===== src/rtl/i2cbt_pkg.sv =====
package i2cbt_pkg;

   typedef enum logic [2:0] {
      ST_IDLE,
      ST_RW_OFS,
      ST_RW_DATA,
      ST_RW_READ,
      ST_RO_OFS,
      ST_RO_DATA,
      ST_RO_READ
   } seq_state_t;

   typedef enum logic [1:0] {
      SRC_NONE,
      SRC_RW,
      SRC_RO
   } fetch_src_t;

   localparam int unsigned ACT_RD = 0;
   localparam int unsigned ACT_WR = 1;
   localparam int unsigned ACT_N  = 2;

endpackage


===== src/rtl/i2cbt_addr_match.sv =====
module i2cbt_addr_match #(
   parameter int unsigned DW      = 8,
   parameter int unsigned ALT_BIT = 7,
   parameter bit          RO_EN   = 1'b1
) (
   input  logic [DW-1:0] rx_byte,
   input  logic [6:0]    dev_addr,
   output logic          hit,
   output logic          alt,
   output logic          rd
);

   localparam logic [7:0] ALT_MASK = 8'(1) << ALT_BIT;
   logic [7:0] expect_byte;
   logic [7:0] cmp_mask;

   assign expect_byte = {dev_addr, 1'b0};
   assign rd          = rx_byte[0];

   generate
      if (RO_EN) begin : g_alt_on
         assign cmp_mask = ~(ALT_MASK | 8'h01);
         assign alt      = rx_byte[ALT_BIT];
      end else begin : g_alt_off
         assign cmp_mask = 8'hFE;
         assign alt      = 1'b0;
      end
   endgenerate

   assign hit = ((rx_byte[7:0] ^ expect_byte) & cmp_mask) == 8'h00;

endmodule


===== src/rtl/i2cbt_ptr_unit.sv =====
module i2cbt_ptr_unit #(
   parameter int unsigned PW = 8
) (
   input  logic          clk,
   input  logic          rst_n,
   input  logic          load,
   input  logic [PW-1:0] load_val,
   input  logic          rewind,
   input  logic          step,
   output logic [PW-1:0] ofs,
   output logic [PW-1:0] ptr
);

   always_ff @(posedge clk or negedge rst_n) begin
      if (!rst_n) begin
         ofs <= '0;
         ptr <= '0;
      end else if (load) begin
         ofs <= load_val;
         ptr <= load_val;
      end else if (rewind) begin
         ptr <= ofs + PW'(1);
      end else if (step) begin
         ptr <= ptr + PW'(1);
      end
   end

   AST_REWIND_FROM_OFS: assert property (@(posedge clk) disable iff (!rst_n)
      (rewind && !load) |=> (ptr == $past(ofs) + PW'(1)))
      else $error("rewind did not restart at saved offset");

endmodule


===== src/rtl/i2cbt_flag_bank.sv =====
module i2cbt_flag_bank #(
   parameter int unsigned N = 2
) (
   input  logic         clk,
   input  logic         rst_n,
   input  logic [N-1:0] set,
   input  logic         clr,
   output logic [N-1:0] flags
);

   generate
      for (genvar i = 0; i < N; i++) begin : g_flag
         always_ff @(posedge clk or negedge rst_n) begin
            if (!rst_n)      flags[i] <= 1'b0;
            else if (set[i]) flags[i] <= 1'b1;
            else if (clr)    flags[i] <= 1'b0;
         end

         AST_FLAG_SET_WINS: assert property (@(posedge clk) disable iff (!rst_n)
            set[i] |=> flags[i])
            else $error("activity flag not set");

         AST_FLAG_STICKY: assert property (@(posedge clk) disable iff (!rst_n)
            (flags[i] && !clr) |=> flags[i])
            else $error("activity flag dropped without clear");
      end
   endgenerate

endmodule


===== src/rtl/i2cbt_seq.sv =====
module i2cbt_seq
   import i2cbt_pkg::*;
#(
   parameter int unsigned DW      = 8,
   parameter int unsigned PW      = 8,
   parameter int unsigned RAW     = 16,
   parameter int unsigned ALT_BIT = 7,
   parameter bit          RO_EN   = 1'b1
) (
   input  logic           clk,
   input  logic           rst_n,
   input  logic           ev_addr,
   input  logic           ev_data,
   input  logic           ev_next,
   input  logic           ev_stop,
   input  logic           ev_reset,
   input  logic [DW-1:0]  rx_byte,
   input  logic [6:0]     cfg_dev_addr,
   input  logic [PW-1:0]  cfg_buf_size,
   input  logic [PW-1:0]  cfg_wr_size,
   input  logic [PW-1:0]  cfg_ro_size,
   input  logic [RAW-1:0] cfg_ro_base,
   output logic           resp_valid,
   output logic           resp_ack,
   output logic           resp_tx,
   output logic [DW-1:0]  tx_byte,
   output logic           tx_ready,
   output logic           ram_en,
   output logic           ram_we,
   output logic [PW-1:0]  ram_addr,
   output logic [DW-1:0]  ram_wdata,
   input  logic [DW-1:0]  ram_rdata,
   output logic           rom_en,
   output logic [RAW-1:0] rom_addr,
   input  logic [DW-1:0]  rom_rdata,
   input  logic           act_clr,
   output logic [1:0]     act_flags
);

   initial begin
      assert (DW == 8) else $fatal(1, "DW must be 8 for I2C bytes");
      assert (PW >= 1 && PW <= DW) else $fatal(1, "PW out of range");
      assert (RAW >= PW && RAW <= 32) else $fatal(1, "RAW out of range");
      assert (ALT_BIT >= 1 && ALT_BIT <= 7) else $fatal(1, "ALT_BIT out of range");
   end

   seq_state_t state, st_nx;
   fetch_src_t fetch_src, src_nx;

   logic a_hit, a_alt, a_rd;
   logic kill;
   logic rsp_v_nx, rsp_a_nx, rsp_t_nx;
   logic [PW-1:0]  cur_size, cur_wsize, cur_rosize;
   logic [RAW-1:0] cur_base;
   logic smp_cfg;
   logic rw_load, rw_rew, rw_step, ro_load, ro_rew, ro_step;
   logic [PW-1:0] rw_ofs, rw_ptr, ro_ofs, ro_ptr;
   logic [ACT_N-1:0] act_set;
   logic ofs_in_rw, ofs_in_ro, wr_ok, more_rw, more_ro;

   i2cbt_addr_match #(.DW(DW), .ALT_BIT(ALT_BIT), .RO_EN(RO_EN)) u_match (
      .rx_byte (rx_byte),
      .dev_addr(cfg_dev_addr),
      .hit     (a_hit),
      .alt     (a_alt),
      .rd      (a_rd)
   );

   i2cbt_ptr_unit #(.PW(PW)) u_rw_ptr (
      .clk(clk), .rst_n(rst_n),
      .load(rw_load), .load_val(rx_byte[PW-1:0]),
      .rewind(rw_rew), .step(rw_step),
      .ofs(rw_ofs), .ptr(rw_ptr)
   );

   i2cbt_ptr_unit #(.PW(PW)) u_ro_ptr (
      .clk(clk), .rst_n(rst_n),
      .load(ro_load), .load_val(rx_byte[PW-1:0]),
      .rewind(ro_rew), .step(ro_step),
      .ofs(ro_ofs), .ptr(ro_ptr)
   );

   i2cbt_flag_bank #(.N(ACT_N)) u_flags (
      .clk(clk), .rst_n(rst_n),
      .set(act_set), .clr(act_clr),
      .flags(act_flags)
   );

   assign kill      = ev_stop | ev_reset;
   assign ofs_in_rw = 32'(rx_byte) < 32'(cur_size);
   assign ofs_in_ro = 32'(rx_byte) < 32'(cur_rosize);
   assign wr_ok     = 32'(rw_ptr) < 32'(cur_wsize);
   assign more_rw   = 32'(rw_ptr) < 32'(cur_size);
   assign more_ro   = 32'(ro_ptr) < 32'(cur_rosize);

   always_comb begin
      st_nx     = state;
      src_nx    = SRC_NONE;
      rsp_v_nx  = 1'b0;
      rsp_a_nx  = 1'b0;
      rsp_t_nx  = 1'b0;
      smp_cfg   = 1'b0;
      ram_en    = 1'b0;
      ram_we    = 1'b0;
      ram_addr  = rw_ptr;
      ram_wdata = rx_byte;
      rom_en    = 1'b0;
      rom_addr  = cur_base + RAW'(ro_ptr);
      rw_load   = 1'b0;
      rw_rew    = 1'b0;
      rw_step   = 1'b0;
      ro_load   = 1'b0;
      ro_rew    = 1'b0;
      ro_step   = 1'b0;
      act_set   = '0;
      if (kill) begin
         st_nx = ST_IDLE;
      end else if (ev_addr) begin
         smp_cfg  = 1'b1;
         rsp_v_nx = 1'b1;
         if (!a_hit) begin
            st_nx = ST_IDLE;
         end else begin
            rsp_a_nx = 1'b1;
            if (a_alt && a_rd) begin
               st_nx    = ST_RO_READ;
               rsp_t_nx = 1'b1;
               rom_en   = 1'b1;
               rom_addr = cfg_ro_base + RAW'(ro_ofs);
               ro_rew   = 1'b1;
               src_nx   = SRC_RO;
            end else if (a_alt) begin
               st_nx = ST_RO_OFS;
            end else if (a_rd) begin
               st_nx    = ST_RW_READ;
               rsp_t_nx = 1'b1;
               ram_en   = 1'b1;
               ram_addr = rw_ofs;
               rw_rew   = 1'b1;
               src_nx   = SRC_RW;
            end else begin
               st_nx = ST_RW_OFS;
            end
         end
      end else if (ev_data) begin
         rsp_v_nx = 1'b1;
         case (state)
            ST_RW_OFS: begin
               if (ofs_in_rw) begin
                  rw_load  = 1'b1;
                  st_nx    = ST_RW_DATA;
                  rsp_a_nx = 1'b1;
               end
            end
            ST_RW_DATA: begin
               if (wr_ok) begin
                  ram_en          = 1'b1;
                  ram_we          = 1'b1;
                  rw_step         = 1'b1;
                  act_set[ACT_WR] = 1'b1;
                  rsp_a_nx        = 1'b1;
               end
            end
            ST_RO_OFS: begin
               if (ofs_in_ro) begin
                  ro_load  = 1'b1;
                  st_nx    = ST_RO_DATA;
                  rsp_a_nx = 1'b1;
               end
            end
            default: ;
         endcase
      end else if (ev_next && tx_ready) begin
         if (state == ST_RW_READ && more_rw) begin
            ram_en          = 1'b1;
            rw_step         = 1'b1;
            act_set[ACT_RD] = 1'b1;
            src_nx          = SRC_RW;
         end else if (state == ST_RO_READ && more_ro) begin
            rom_en  = 1'b1;
            ro_step = 1'b1;
            src_nx  = SRC_RO;
         end
      end
   end

   always_ff @(posedge clk or negedge rst_n) begin
      if (!rst_n) begin
         state      <= ST_IDLE;
         fetch_src  <= SRC_NONE;
         resp_valid <= 1'b0;
         resp_ack   <= 1'b0;
         resp_tx    <= 1'b0;
         tx_byte    <= '0;
         tx_ready   <= 1'b0;
         cur_size   <= '0;
         cur_wsize  <= '0;
         cur_rosize <= '0;
         cur_base   <= '0;
      end else begin
         state      <= st_nx;
         fetch_src  <= src_nx;
         resp_valid <= rsp_v_nx;
         resp_ack   <= rsp_a_nx;
         resp_tx    <= rsp_t_nx;
         if (smp_cfg) begin
            cur_size   <= cfg_buf_size;
            cur_wsize  <= cfg_wr_size;
            cur_rosize <= cfg_ro_size;
            cur_base   <= cfg_ro_base;
         end
         if (fetch_src == SRC_RW)      tx_byte <= ram_rdata;
         else if (fetch_src == SRC_RO) tx_byte <= rom_rdata;
         if (src_nx != SRC_NONE)         tx_ready <= 1'b0;
         else if (fetch_src != SRC_NONE) tx_ready <= 1'b1;
      end
   end

   AST_ADDR_MISS_NAK: assert property (@(posedge clk) disable iff (!rst_n)
      (ev_addr && !kill && !a_hit) |=> (resp_valid && !resp_ack && !resp_tx))
      else $error("mismatched address not NAKed");

   AST_WR_LIMIT: assert property (@(posedge clk) disable iff (!rst_n)
      ram_we |-> (32'(ram_addr) < 32'(cur_wsize)))
      else $error("write beyond writable size");

   AST_FETCH_HIDES: assert property (@(posedge clk) disable iff (!rst_n)
      ((ram_en && !ram_we) || rom_en) |=> !tx_ready)
      else $error("tx_ready high during fetch");

   AST_FETCH_LANDS: assert property (@(posedge clk) disable iff (!rst_n)
      (fetch_src != SRC_NONE && src_nx == SRC_NONE) |=> tx_ready)
      else $error("fetched byte not presented");

   AST_RO_NO_WRITE: assert property (@(posedge clk) disable iff (!rst_n)
      (state == ST_RO_DATA && ev_data && !ev_addr && !kill) |=> (resp_valid && !resp_ack))
      else $error("read-only data byte ACKed");

   AST_RO_NO_RAM: assert property (@(posedge clk) disable iff (!rst_n)
      (state == ST_RO_READ || state == ST_RO_DATA) |-> !ram_we)
      else $error("buffer written from read-only region");

   AST_STOP_IDLE: assert property (@(posedge clk) disable iff (!rst_n)
      kill |=> (state == ST_IDLE))
      else $error("stop did not return to idle");

endmodule


===== config.mk =====
export PLATFORM = sky130hd
export DESIGN_NAME = i2cbt_seq
export DESIGN_NICKNAME = d
export VERILOG_FILES = /design/src/rtl/i2cbt_pkg.sv /design/src/rtl/i2cbt_addr_match.sv /design/src/rtl/i2cbt_ptr_unit.sv /design/src/rtl/i2cbt_flag_bank.sv /design/src/rtl/i2cbt_seq.sv
export SDC_FILE = /design/constraint.sdc
export NUM_CORES = 1
export LEC_CHECK = 0
export ABC_AREA = 1
export ABC_CLOCK_PERIOD_IN_PS = 2000
export CORE_ASPECT_RATIO = 0.75
export CORE_MARGIN = 5
export CORE_UTILIZATION = 40
export CTS_CLUSTER_DIAMETER = 40
export DETAILED_ROUTE_END_ITERATION = 10
export DONT_BUFFER_PORTS = 1
export PLACE_DENSITY = 0.64
export SLEW_MARGIN = 20
export SYNTH_ARGS = -nofsm -noshare
export SYNTH_HDL_FRONTEND = slang
export SYNTH_HIERARCHICAL = 1
export SYNTH_SLANG_ARGS = --single-unit

===== constraint.sdc =====
create_clock -name clk -period 2 [get_ports clk]
set_input_delay 0.2 -clock clk [delete_from_list [all_inputs] [get_ports clk]]
set_output_delay 0.2 -clock clk [all_outputs]
set_load 0.005 [all_outputs]

After elaboration in Yosys (flattened, before gate mapping)
Index checks and enable logic that the tools add are counted.
{ "op_classes": {"n_eq_ne": 9, "shifts": 0, "n_bitwise": 2, "n_addsub": 6, "reduce_logical": 16, "n_mux": 100, "mul": 0, "n_div": 0, "n_lt_le_gt_ge": 5} }
{ "ops": {"columns": ["cell", "count"], "rows": [
  ["$mux W8", 14],
  ["$mux W16", 4],
  ["$mux W1", 61],
  ["$lt A8 B8 Y1", 5],
  ["$add A16 B8 Y16", 2],
  ["$add A8 B1 Y8 const B", 4],
  ["$mux W3", 8],
  ["$mux W2", 11],
  ["$reduce_bool A2 Y1", 6],
  ["$reduce_bool A3 Y1", 3],
  ["$logic_not A8 Y1", 1],
  ["$ne A4 B4 Y1 const B", 2],
  ["$xor A7 B7 Y7", 1],
  ["$eq A3 B2 Y1 const B", 2],
  ["$eq A3 B3 Y1 const B", 2],
  ["$pmux W3 S2", 1],
  ["$logic_and A1 B1 Y1", 4],
  ["$reduce_and A4 Y1", 1],
  ["$reduce_bool A4 Y1", 1],
  ["$eq A3 B1 Y1 const B", 1],
  ["$pmux W1 S3", 1],
  ["$eq A2 B1 Y1 const B", 1],
  ["$eq A2 B2 Y1 const B", 1],
  ["$or A1 B1 Y1", 1]
]} }
{ "word_totals": {"register_bits": 91, "mem_count": 0, "out_inout_bits": 49, "mem_bits_rw": 0, "romBits": 0, "latchBits": 0} }

Longest topological paths before layout
Gate-level depths: netlist of run 1.
{ "logic_depth": {"ltp_word": 11, "mapped_depth": 22, "depth_no_buf": 19} }

By module
The synthesis of run 1 kept the hierarchy.
{ "by_module_without_submodules": {"columns": ["module", "area_each_um2", "cells_each", "seq_area_each_um2", "instances"], "rows": [
  ["i2cbt_seq", 4809.6, 695, 1426.4, 1],
  ["i2cbt_ptr_unit", 898.4, 119, 400.4, 2],
  ["i2cbt_addr_match", 128.9, 30, 0.0, 1],
  ["i2cbt_flag_bank", 76.3, 9, 50.0, 1]
]} }

Worst setup path before layout of run 1
Ideal clock, no wire load.
{ "synth_timing": {"path_kind": "input port to flip-flop", "start": "input port cfg_dev_addr[0]", "end": "register u_ro_ptr.ptr[6]", "path_buffers": 3, "t_required_ns": 1.876, "t_arrival_ns": 2.031, "slack_ns": -0.154, "setup_time_ns": 0.124, "path_stages": 20, "cell_sequence": "nor2_1 nor2_1 nor2_1 nand2_1 nor2_1 nand3_2 inv_2 nand2_4 nor2_4 buf_6 buf_12 buf_6 nand2_1 o21ai_2 inv_1 ha_1 nand2_1 nor2_1 a21oi_1 o21bai_1"} }
{ "synth_between": {"elab_chain_len": 7, "word_cells_on_any_way": 8} }
{ "synth_lines": {"columns": ["element", "line_no", "text"], "rows": [
  ["from (decl)", "i2cbt_seq.sv:18", "input logic [6:0] cfg_dev_addr,"],
  ["$xor A7 B7 Y7 (*)", "i2cbt_addr_match.sv:30", "assign hit = ((rx_byte[7:0] ^ expect_byte) & cmp_mask) == 8'h00;"],
  ["$logic_not A8 Y1 (*)", "i2cbt_addr_match.sv:30", null],
  ["net a_hit", "i2cbt_seq.sv:50", "logic a_hit, a_alt, a_rd;"],
  ["$mux W1 (*)", "i2cbt_seq.sv:121", "if (!a_hit) begin"],
  ["$mux W1 (*)", "i2cbt_seq.sv:118", "end else if (ev_addr) begin"],
  ["$mux W1 (*)", "i2cbt_seq.sv:116", "if (kill) begin"],
  ["net ro_rew", "i2cbt_seq.sv:56", "logic rw_load, rw_rew, rw_step, ro_load, ro_rew, ro_step;"],
  ["$mux W8", "i2cbt_ptr_unit.sv:21", "end else if (rewind) begin"],
  ["$mux W8", "i2cbt_ptr_unit.sv:18", "end else if (load) begin"],
  ["to (signal assigned)", "i2cbt_ptr_unit.sv:20", "ptr <= load_val;"],
  ["to (signal assigned)", "i2cbt_ptr_unit.sv:22", "ptr <= ofs + PW'(1);"],
  ["to (signal assigned)", "i2cbt_ptr_unit.sv:24", "ptr <= ptr + PW'(1);"],
  ["to (decl)", "i2cbt_ptr_unit.sv:11", "output logic [PW-1:0] ptr"]
]} }
The timed path passes the listed nets; every way through them passes the cells marked *.
A chain may end at the register's enable or synchronous reset.

Worst setup path in the final report of run 1
{ "layout_timing": {"start": "register u_ro_ptr.ptr[0]", "end": "output port rom_addr[8]"} }
{ "layout_between": {"elab_chain_len": 5} }
{ "layout_lines": {"columns": ["element", "line_no", "text"], "rows": [
  ["$add A16 B8 Y16 (*)", "i2cbt_seq.sv:108", "rom_addr = cur_base + RAW'(ro_ptr);"],
  ["$mux W16", "i2cbt_seq.sv:125", "if (a_alt && a_rd) begin"],
  ["$mux W16", "i2cbt_seq.sv:121", null],
  ["$mux W16", "i2cbt_seq.sv:118", null],
  ["$mux W16 (*)", "i2cbt_seq.sv:116", null],
  ["to (decl)", "i2cbt_seq.sv:34", "output logic [RAW-1:0] rom_addr,"]
]} }
Mark *: on every way between the ends. The rest lies on a longest branch, timed or not.

==> flow_summary.yaml, run 1 <==
status:
  status: "finished, violations left"
  violations: "hold timing, setup timing"
global_route:
  met1_usage_pct: 27.9
  grt_pass1_vias: 6135
  grt_max_degree: 92
  grt_use_total_pct: 19.9
  grt_pass1_wl_um: 31400
  grt_use_met2_pct: 31.2
  grt_overflow: 0
  met3_usage_pct: 4.63
  busiest_layer: "met2"
  antenna_found_initial: 0
clock_network:
  cts_buffer_depth: 2
  clk_latency_ns: 0.35
  cts.htree.levels: 3
  clk_pin_slew_ns: 0.07
  cts_hold_buf: 42
  cts_tree: "yes"
  cts_made_buffers: 9
  numClockSinks: 91
  cts_root_buf: "clkbuf_16"
worst_setup_path:
  reg2reg_slack_ns: -0.13
  cpMaxStageDelayCell: "dfrtp_1"
  critPathCaptureType: "primary output"
  path_delay_family: "adder cells"
  cp_data_arrival_time_ns: 2.10
  path_class: "flop to primary output"
  timing.critical_path.mode_cell: "o21ai_1"
  slowest_delay_ns: 0.36
  critPathLaunchType: "flop"
  cp_max_fo: 8
  worstPathCellList: "ha_2 > inv_2 > fa_2 > o21ai_2 > buf_6 > nand2_4 > nand2_8 > a21oi_2 > o21ai_1 > o21ai_1 > buf_4"
  worst-path-buf-inv: 3
  required_ns: 1.80
timing:
  period_needed_ns: 2.30
  finalSetupViolations: 28
  grt_setup_unrepaired: "true"
  tightestPinTransition_ns: 0.559
  finalCritPeriodShare_pct: 115
  fin_ws_ns: -0.295
  final.setup_skew_ns: 0.00921
  hold_viol_final: 91
  drv_slew: 0
  max-slew-margin-rel_pct: 62.6
  fmax_ghz: 0.436
  holdWs_ns: -0.466
synthesis:
  netlist_area_um2: 6810
  yosysTopAreaCell: "dfrtp_1"
  avgSynthCellArea_um2: 7.01
  synth-seq-area-share_pct: 33.4
  yosysTopAreaCellShare_pct: 33.4
  ys_types: 47
  synthesis.nets: 1108
  ys.flop_type: "dfrtp_1"
  synth_area_leaders: "dfrtp_1 (33%), nand2_1 (18%), ha_1 (10%), inv_1 (7.1%), nor2_1 (4.5%)"
  yosysWarnings: 6
  synthArstFlopShare_pct: 100
  netlist_instances: 972
  synth_seq_cells: 91
  synth_edf_count: 0
floorplanning:
  core_um2: 16800
  die-area_um2: 19800
  die_y_um: 123
  die_x_um: 161
  ios: 128
  rows: 41
  initial_core_util_pct: 40.6
final_layout:
  final_cells: 1322
  multi_input_area_um2: 4670
  fillerInstances: 1507
  final_nets: 1239
  ff_latch_area_um2: 2280
  utilization_pct: 56.4
  synthToLayoutAreaGrowth_pct: 38.8
  drive_gt1_share_pct: 32.0
  diodes: 0
hold_path:
  hold_path.class: "input port to async pin"
placement:
  place_hpwl_um: 14000
  io_buffer_count: 0
  dp.cells: 1226
  gp_congestion: 0.888
run:
  cap_violations: 0
power:
  peakVddDrop_v: 0.000387
  power_density_nw_per_um2: 586
  p_leak_nw: 4.86
route:
  finalWirelength_um: 20600
  ant_nets: 0
  vias: 6727
  wire_per_inst_um: 15.6
  vias_per_cell: 5.09
  drtIter0Drc: 507
  dr.pass1.iters: 5
  drc: 0
-- cells in the mapped netlist, types with 5 or more instances --
cell type and n:
clkbuf_1 5, nand2_1 325, buf_4 10, nand4_1 6, mux2_2 7, o21bai_1 6
a31oi_1 10, nor3_1 8, buf_2 6, nand2_2 14, buf_6 7, o21ai_0 32
a21oi_1 54, nor2_2 6, nand3_1 59, inv_1 129, dfrtp_1 91, nand3_2 6
ha_1 55, nor2_1 82
-- cells in the final DEF, fill, tap and decap left out, types with 3 or more instances in the layout --
cell type        n
nor2_1          62
buf_12           5
xor2_1           4
ha_2             4
ha_1            26
nand2_2         57
nor2_4           8
inv_1          105
nand3b_1         3
a21oi_2         13
o21bai_1         6
nand2_4         13
nand4_1          6
nand2_1        268
o21ai_1         10
nand3_2         25
o21ai_0         24
nand2_8          3
nand3_1         38
buf_4           85
buf_6           17
inv_2           25
mux2_2           7
dfrtp_1         85
clkbuf_16       10
dfrtp_2          6
nor3_1           7
nor2_2          21
ha_4            25
dlygate4sd3_1   42
a21oi_1         41
a31oi_1         10
-- logic make-up after synthesis --
family                   synth area share [%]
AND/OR/NAND/NOR                          33.2
buffers and inverters                    10.8
AO/OA/AOI/OAI                            9.68
flip-flops                               33.4
adder cells (fa/ha/maj)                  10.7
multiplexers                             1.45
XOR/XNOR                                0.771
-- metrics by stage --
step	hold WS (ns)	power, mW	TNS, ns	setup slack (ns)	area, µm²
after floorplan	-0.0956	2.95	-0.156	-0.0670	6900
after global placement	-0.0935	3.24	-2.28	-0.155	7500
after detailed placement	-0.0935	3.27	-3.22	-0.205	7500
after CTS	-0.485	5.40	-2.23	-0.330	8730
after global routing	-0.483	5.87	-6.82	-0.435	9460
final	-0.466	5.54	-2.97	-0.295	9460
-- final cells by class --
type / instances / area share, %
Multi-Input combinational cell: 716 / 49.4
Sequential cell: 91 / 24.2
Timing Repair Buffer: 150 / 14.5
Inverter: 135 / 5.61
Tap cell: 215 / 2.85
Clock buffer: 11 / 2.67
Clock inverter: 4 / 0.781
-- where the power goes --
group          switching (mW)  internal (mW)
Clock                   0.752           1.16
Sequential              0.137           2.02
Combinational           0.782          0.693
Total                    1.67           3.87
-- path summary, 6_finish.rpt --
check	end	startpoint	cells past startpoint
worst max-delay path	rom_addr[8]	u_ro_ptr/ptr[0]$_DFFE_PN0P_	11
worst min-delay path	tx_byte[0]$_DFFE_PN0P_	rst_n	0
worst max register to register	u_ro_ptr/ptr[0]$_DFFE_PN0P_	u_ro_ptr/ptr[1]$_DFFE_PN0P_	16
worst min register to register	u_flags/flags[1]$_DFFE_PN0P_	u_flags/flags[1]$_DFFE_PN0P_	2
max in group asynchronous	u_rw_ptr/ptr[3]$_DFFE_PN0P_	rst_n	0
min in group clk	cur_rosize[3]$_DFFE_PN0P_	cfg_ro_size[3]	2
-- sequential cells by signal, indices dropped and copies added (netlist names) --
signal         flops
u_rw_ptr/ofs       8
u_ro_ptr/ptr       8
cur_wsize          8
u_rw_ptr/ptr       8
u_ro_ptr/ofs       8
resp_valid         1
tx_ready           1
state              3
cur_base          16
tx_byte            8
cur_size           8
u_flags/flags      2
resp_ack           1
cur_rosize         8
fetch_src          2
resp_tx            1
-- layer usage --
| layer | part of all wire (%) | wire, µm |
|---|---|---|
| met5 | 0 | 0 |
| met3 | 6.1 | 1260 |
| met1 | 47 | 9770 |
| met4 | 1.5 | 300 |
| met2 | 45 | 9270 |
-- worst reg2reg max path: cells and delay by family, from the launching register on --
kind	cells	cell delay [ns]
AND/OR/NAND/NOR	9	0.81
buffers and inverters	4	0.43
flip-flops	1	0.41
adder cells (fa/ha/maj)	1	0.25
AO/OA/AOI/OAI	2	0.11
-- timing repair --
item | 4_1_cts | 5_1_grt
resized for setup | 89 | 129
endpoints found under the setup margin | 23 | 52
hold endpoints to repair | 130 | 91
pin swaps | 38 | 68
setup buffers | 11 | 29
cloned | 0 | 1
No activity file was read; power rests on OpenSTA's default activity.
==> inputs of run 2 (changes only) <==
Settings changed: ABC_AREA 1 to default, CORE_MARGIN 5 to default.
==> run 2 against run 1 <==
  * The run still ends with hold timing, setup timing left
  * First-iteration DRC count is 7.9% lower
  * Sequential power up 9.3%
  * Final area rose by 2.6%
==> flow_summary.yaml, run 2 <==
worst_setup_path:
  slowest_delay_ns: 0.42
  worst-path-buf-inv: 0
  reg2reg_depth: 10
  critPathCaptureType: "flop"
  path_delay_family: "simple AND/OR/NAND/NOR gates"
  cpMaxStageDelayCell: "dfrtp_1"
  required_ns: 2.24
  cp_max_fo: 2
  path_depth: 10
  worstPathCellList: "ha_4 > or4_4 > a221o_1 > a31oi_4 > nand3_2 > nand2_2 > o21ba_4 > or4b_1 > mux2i_1 > nor2_1"
  cp_data_arrival_time_ns: 2.94
  path_class: "flop to flop"
  critPathLaunchType: "flop"
synthesis:
  synth_edf_count: 0
  netlist_area_um2: 6430
  synthArstFlopShare_pct: 100
  synth-seq-area-share_pct: 35.4
  synth_seq_cells: 91
  synth_area_leaders: "dfrtp_1 (35%), ha_1 (11%), mux2i_1 (4.7%), mux2_2 (4.6%), xnor2_1 (3.8%)"
  synthTopCellsByCount: "dfrtp_1 (91), nand2_1 (64), ha_1 (55)"
  yosysWarnings: 6
  ys_types: 61
  yosysTopAreaCell: "dfrtp_1"
  yosysMostFrequentCell: "dfrtp_1"
  avgSynthCellArea_um2: 9.34
  yosysTopAreaCellShare_pct: 35.4
  synthesis.nets: 824
  ys.flop_type: "dfrtp_1"
  netlist_instances: 688
route:
  dr.pass1.iters: 5
  ant_nets: 0
  drc: 0
  wire_per_inst_um: 20.0
  vias_per_cell: 5.59
  drtIter0Drc: 467
  finalWirelength_um: 22100
  vias: 6156
floorplanning:
  die_y_um: 112
  rows: 39
  ios: 128
  core_um2: 15500
  die-area_um2: 16600
  initial_core_util_pct: 41.5
  die_x_um: 148
final_layout:
  finalInstanceArea_um2: 9700
  final_common_cell: "buf_4"
  synthToLayoutAreaGrowth_pct: 51.0
  diodes: 0
  final_nets: 1028
  largest_register_ffs: 16
  final_cells: 1102
  most-common-layout-cells: "buf_4 (139), dfrtp_1 (91), nand2_1 (49)"
  top_register: "cur_base"
  drive_gt1_share_pct: 41.2
timing:
  period_needed_ns: 2.70
  grt_setup_unrepaired: "true"
  tightestPinTransition_ns: 0.710
  max-slew-margin-rel_pct: 52.7
  holdWs_ns: -0.468
  hold_viol_final: 92
  fmax_ghz: 0.370
  finalCritPeriodShare_pct: 135
  final.setup_skew_ns: 0.00775
  drv_slew: 0
  finalSetupViolations: 57
  fin_ws_ns: -0.701
power:
  power_density_nw_per_um2: 730
  comb_power_share_pct: 43.3
  p_int_mw: 4.62
  p_seq_share_pct: 33.2
  netSwitchingFraction_pct: 34.8
  p_sw_mw: 2.47
  clkPwrFrac_pct: 23.5
  peakVddDrop_v: 0.000504
  report.power.total_mw: 7.09
  p_leak_nw: 4.38
placement:
  dp.cells: 982
  io_buffer_count: 0
  post-place-ws_ns: -0.526
  place_area_um2: 7650
  place_hpwl_um: 13700
  gp_congestion: 0.879
clock_network:
  cts.htree.levels: 3
  cts_made_buffers: 9
  numClockSinks: 91
  cts_hold_buf: 48
  cts_root_buf: "clkbuf_16"
  clk_pin_slew_ns: 0.07
  cts_tree: "yes"
  clk_latency_ns: 0.36
  cts_buffer_depth: 2
status:
  status: "finished, violations left"
  violations: "hold timing, setup timing"
global_route:
  grt_use_total_pct: 25.9
  met1_usage_pct: 35.1
  grt_use_met2_pct: 39.3
  met3_usage_pct: 6.64
  busiest_layer: "met2"
  grt_overflow: 0
  grt_max_degree: 92
  antenna_found_initial: 0
  grt_pass1_wl_um: 33100
  grt_pass1_vias: 6154
run:
  cap_violations: 0
hold_path:
  hold_path.class: "input port to async pin"
-- run 2: power by group through the flow --
| stage | Combinational [mW] | Clock (mW) | Sequential, mW |
|---|---|---|---|
| 2_1_floorplan | 1.43 | 0 | 2.34 |
| 3_3_place_gp | 2.28 | 0 | 2.34 |
| 3_5_place_dp | 2.36 | 0 | 2.35 |
| 4_1_cts | 2.75 | 1.70 | 2.33 |
| 5_1_grt | 3.34 | 1.78 | 2.38 |
| 6_report | 3.07 | 1.66 | 2.35 |
-- run 2: timing repair --
action,CTS,global route
cloned,1,0
setup buffers,35,36
pin swaps,40,37
setup endpoints to repair,59,62
resized for setup,114,96
endpoints found under the hold margin,155,91
-- run 2: worst reg2reg max path, delay by kind of cell (launching register included) --
kind	cells	cell delay (ns)
and+or+nand+nor	5	1.14
AOI/OAI and AO/OA	3	0.65
DFF	1	0.42
muxes	1	0.20
adders and majority gates	1	0.17
-- run 2: path summary, 6_finish.rpt --
path,from,slack (ns),to
worst min register to register,u_flags/flags[0]$_DFFE_PN0P_,0.51,u_flags/flags[0]$_DFFE_PN0P_
worst max register to register,u_rw_ptr/ptr[7]$_DFFE_PN0P_,-0.70,u_rw_ptr/ptr[7]$_DFFE_PN0P_
worst min-delay path,rst_n,-0.47,cur_base[10]$_DFFE_PN0P_
worst max-delay path,u_rw_ptr/ptr[7]$_DFFE_PN0P_,-0.70,u_rw_ptr/ptr[7]$_DFFE_PN0P_
max in group asynchronous,rst_n,2.31,u_flags/flags[1]$_DFFE_PN0P_
min in group clk,cfg_wr_size[7],0,cur_wsize[7]$_DFFE_PN0P_
-- run 2: kinds of logic after synthesis --
kind of cell	synth area share, %
AO/OA/AOI/OAI	15.6
XOR/XNOR	6.41
adder cells (fa/ha/maj)	11.3
buffers and inverters	6.15
flip-flops	35.4
multiplexers	11.0
AND/OR/NAND/NOR	14.1
-- run 2: metal layers --
layer / up-vias / wire [µm] / share of wire (%)
met3: 64 / 1690 / 7.6
met2: 257 / 10000 / 45
met1: 2992 / 9650 / 44
met4: 0 / 716 / 3.2
li1: 2843 / - / -
met5: - / 0 / 0
-- run 2: final cells by class --
class,count,area [µm²]
Multi-Input combinational cell,508,4620
Timing Repair Buffer,229,2060
Inverter,53,211
Tap cell,205,256
Clock inverter,6,47.5
Fill cell,1190,5760
Sequential cell,91,2280
Clock buffer,10,229
-- run 2: through the flow --
stage          TNS (ns)  hold WS, ns  utilization (%)
6_report         -18.31       -0.468             62.7
5_1_grt          -22.46       -0.485             62.7
4_1_cts          -14.69       -0.480             59.1
3_5_place_dp     -13.09      -0.0944             49.5
3_3_place_gp     -11.26      -0.0938             49.5
2_1_floorplan     -5.17      -0.0956                -
==> inputs of run 3 (changes only) <==
Settings changed: CELL_PAD_IN_SITES_DETAIL_PLACEMENT from default to 1, CELL_PAD_IN_SITES_GLOBAL_PLACEMENT from default to 2, CORE_UTILIZATION 40 to 36, CTS_CLUSTER_DIAMETER 40 to 50, HOLD_SLACK_MARGIN from default to 0.02, PLACE_DENSITY 0.64 to 0.85.
==> run 3 against run 2 <==
  * The run still ends with hold timing, setup timing left
  * Clock skew rose by 0.0068 ns
  * Register-to-register slack got worse by 0.20 ns
  * Via count rose by 14%
  * Wire length rose by 47%
  * Largest power group unchanged
  * Largest cell class unchanged
  * Combinational power rose by 21%
  * Die area rose by 11%
  * First-iteration DRC count rose by 46%
  * Sequential share of layout area fell by 0.75 points
  * Final area rose by 3.6%
  * Global-route usage rose by 4.6 points
  * Sequential cell count did not move
  * Setup slack got worse by 0.20 ns
==> flow_summary.yaml, run 3 (synthesis results as in run 2) <==
global_route:
  grt_pass1_vias: 7316
  grt_use_total_pct: 30.5
  grt_max_degree: 92
  grt_overflow: 0
  grt_pass1_wl_um: 42500
  antenna_found_initial: 3
worst_setup_path:
  worst-path-buf-inv: 2
  cpMaxStageDelayCell: "dfrtp_2"
  worstPathCellList: "ha_4 > a21o_1 > a21oi_2 > o21ai_2 > a21o_1 > a211oi_4 > buf_4 > buf_6 > nand4_1 > xnor2_1 > mux2i_1 > o21ai_1"
  r2r_start: "u_ro_ptr/ptr[4]$_DFFE_PN0P_"
  cp_max_fo: 2
  critPathLaunchType: "flop"
  critPathCaptureType: "flop"
  required_ns: 2.25
  path_class: "flop to flop"
  cp-endpoint: "u_ro_ptr/ptr[4]$_DFFE_PN0P_"
  path_depth: 12
  slowest_delay_ns: 0.45
  timing.rr.end: "u_ro_ptr/ptr[4]$_DFFE_PN0P_"
  path_delay_family: "compound AO/OA/AOI/OAI gates"
  timing.critical_path.mode_cell: "a21o_1"
  cp_data_arrival_time_ns: 3.15
  reg2reg_depth: 12
  reg2reg_slack_ns: -0.90
  crit_start: "u_ro_ptr/ptr[4]$_DFFE_PN0P_"
floorplanning:
  die_x_um: 156
  die-area_um2: 18400
  rows: 41
  initial_core_util_pct: 37.5
  ios: 128
  die_y_um: 118
  core_um2: 17100
timing:
  max-slew-margin-rel_pct: 48.0
  grt_setup_unrepaired: "true"
  holdWs_ns: -0.480
  tns_ns: -26.72
  final.setup_skew_ns: 0.0146
  fin_ws_ns: -0.901
  finalCritPeriodShare_pct: 145
  tightestPinTransition_ns: 0.780
  finalSetupViolations: 64
  hold_viol_final: 91
  fmax_ghz: 0.345
  drv_slew: 0
  period_needed_ns: 2.90
clock_network:
  cts_tree: "yes"
  cts_made_buffers: 9
  cts_root_buf: "clkbuf_16"
  clk_latency_ns: 0.37
  cts.htree.levels: 3
  numClockSinks: 91
  cts_buffer_depth: 2
  cts_hold_buf: 49
  clk_pin_slew_ns: 0.08
final_layout:
  synthToLayoutAreaGrowth_pct: 56.4
  final_common_cell: "buf_4"
  final_nets: 1027
  most-common-layout-cells: "buf_4 (134), dfrtp_1 (86), dlygate4sd3_1 (49)"
  fillerInstances: 1845
  largest_register_ffs: 16
  utilization_pct: 58.7
  top_register: "cur_base"
  drive_gt1_share_pct: 44.1
  final_cells: 1132
route:
  drc: 0
  vias_per_cell: 6.21
  finalWirelength_um: 32400
  drtIter0Drc: 684
  ant_nets: 0
  dr.pass1.iters: 6
  vias: 7027
  wire_per_inst_um: 28.6
power:
  report.power.total_mw: 8.01
  power_density_nw_per_um2: 797
  p_leak_nw: 4.48
  peakVddDrop_v: 0.000499
run:
  cap_violations: 0
placement:
  dp.cells: 1011
  gp_congestion: 0.922
  place_hpwl_um: 16300
  io_buffer_count: 0
hold_path:
  hold_path.class: "input port to async pin"
status:
  status: "finished, violations left"
  violations: "hold timing, setup timing"
-- run 3: layer usage --
layer | vias up | part of all wire [%] | track usage (%)
met5 | - | 0.040 | 0
met4 | 2 | 5.6 | 12.4
met3 | 165 | 9.0 | 7.84
met2 | 508 | 45 | 49.9
met1 | 3525 | 40 | 38.1
li1 | 2827 | - | -
-- run 3: power breakdown --
part,switching [mW],leakage [nW],internal (mW),total (mW)
clock network,0.787,0.145,1.08,1.87
registers,0.306,1.09,2.12,2.43
logic,1.91,3.24,1.81,3.72
total,3.00,4.48,5.01,8.01
-- run 3: timing repair --
action / in CTS / in global routing
pin swaps: 52 / 55
gates resized for setup: 137 / 104
endpoints found under the setup margin: 62 / 64
setup buffers: 35 / 29
hold endpoints to repair: 158 / 91
gates cloned: 2 / 0
-- run 3: per-stage QoR --
stage	worst slack (ns)	area (µm²)
after floorplan	-0.610	6730
after global placement	-0.443	7690
after detailed placement	-0.581	7690
after CTS	-0.684	9400
after global routing	-0.904	10000
final	-0.901	10100
-- run 3: final cells by class --
class | instances | area (µm²) | area share, %
Clock inverter | 3 | 65.1 | 0.647
Clock buffer | 11 | 233 | 2.32
Timing Repair Buffer | 228 | 2110 | 21.0
Sequential cell | 91 | 2280 | 22.7
Antenna cell | 2 | 5.00 | 0.0498
Multi-Input combinational cell | 508 | 4850 | 48.3
Inverter | 53 | 209 | 2.08
Tap cell | 236 | 295 | 2.94
-- run 3: how the worst min path moves through the flow --
stage | to | slack [ns] | cells after the start | start
2_1_floorplan | cur_base[0]$_DFFE_PN0P_ | -0.1 | 0 | rst_n
3_3_place_gp | tx_byte[7]$_DFFE_PN0P_ | -0.09 | 0 | rst_n
3_5_place_dp | tx_byte[4]$_DFFE_PN0P_ | -0.09 | 0 | rst_n
4_1_cts | tx_byte[4]$_DFFE_PN0P_ | -0.47 | 0 | rst_n
5_1_grt | u_flags/flags[1]$_DFFE_PN0P_ | -0.48 | 0 | rst_n
6_report | u_flags/flags[1]$_DFFE_PN0P_ | -0.48 | 0 | rst_n
-- run 3: worst register-to-register path, cell delays in order, from the launching register on --
cell and delay [ns]:
dfrtp_2 0.45, ha_4 0.26, a21o_1 0.20, a21oi_2 0.15, o21ai_2 0.09, a21o_1 0.21, a211oi_4 0.27, buf_4 0.17
buf_6 0.11, nand4_1 0.12, xnor2_1 0.30, mux2i_1 0.18, o21ai_1 0.28
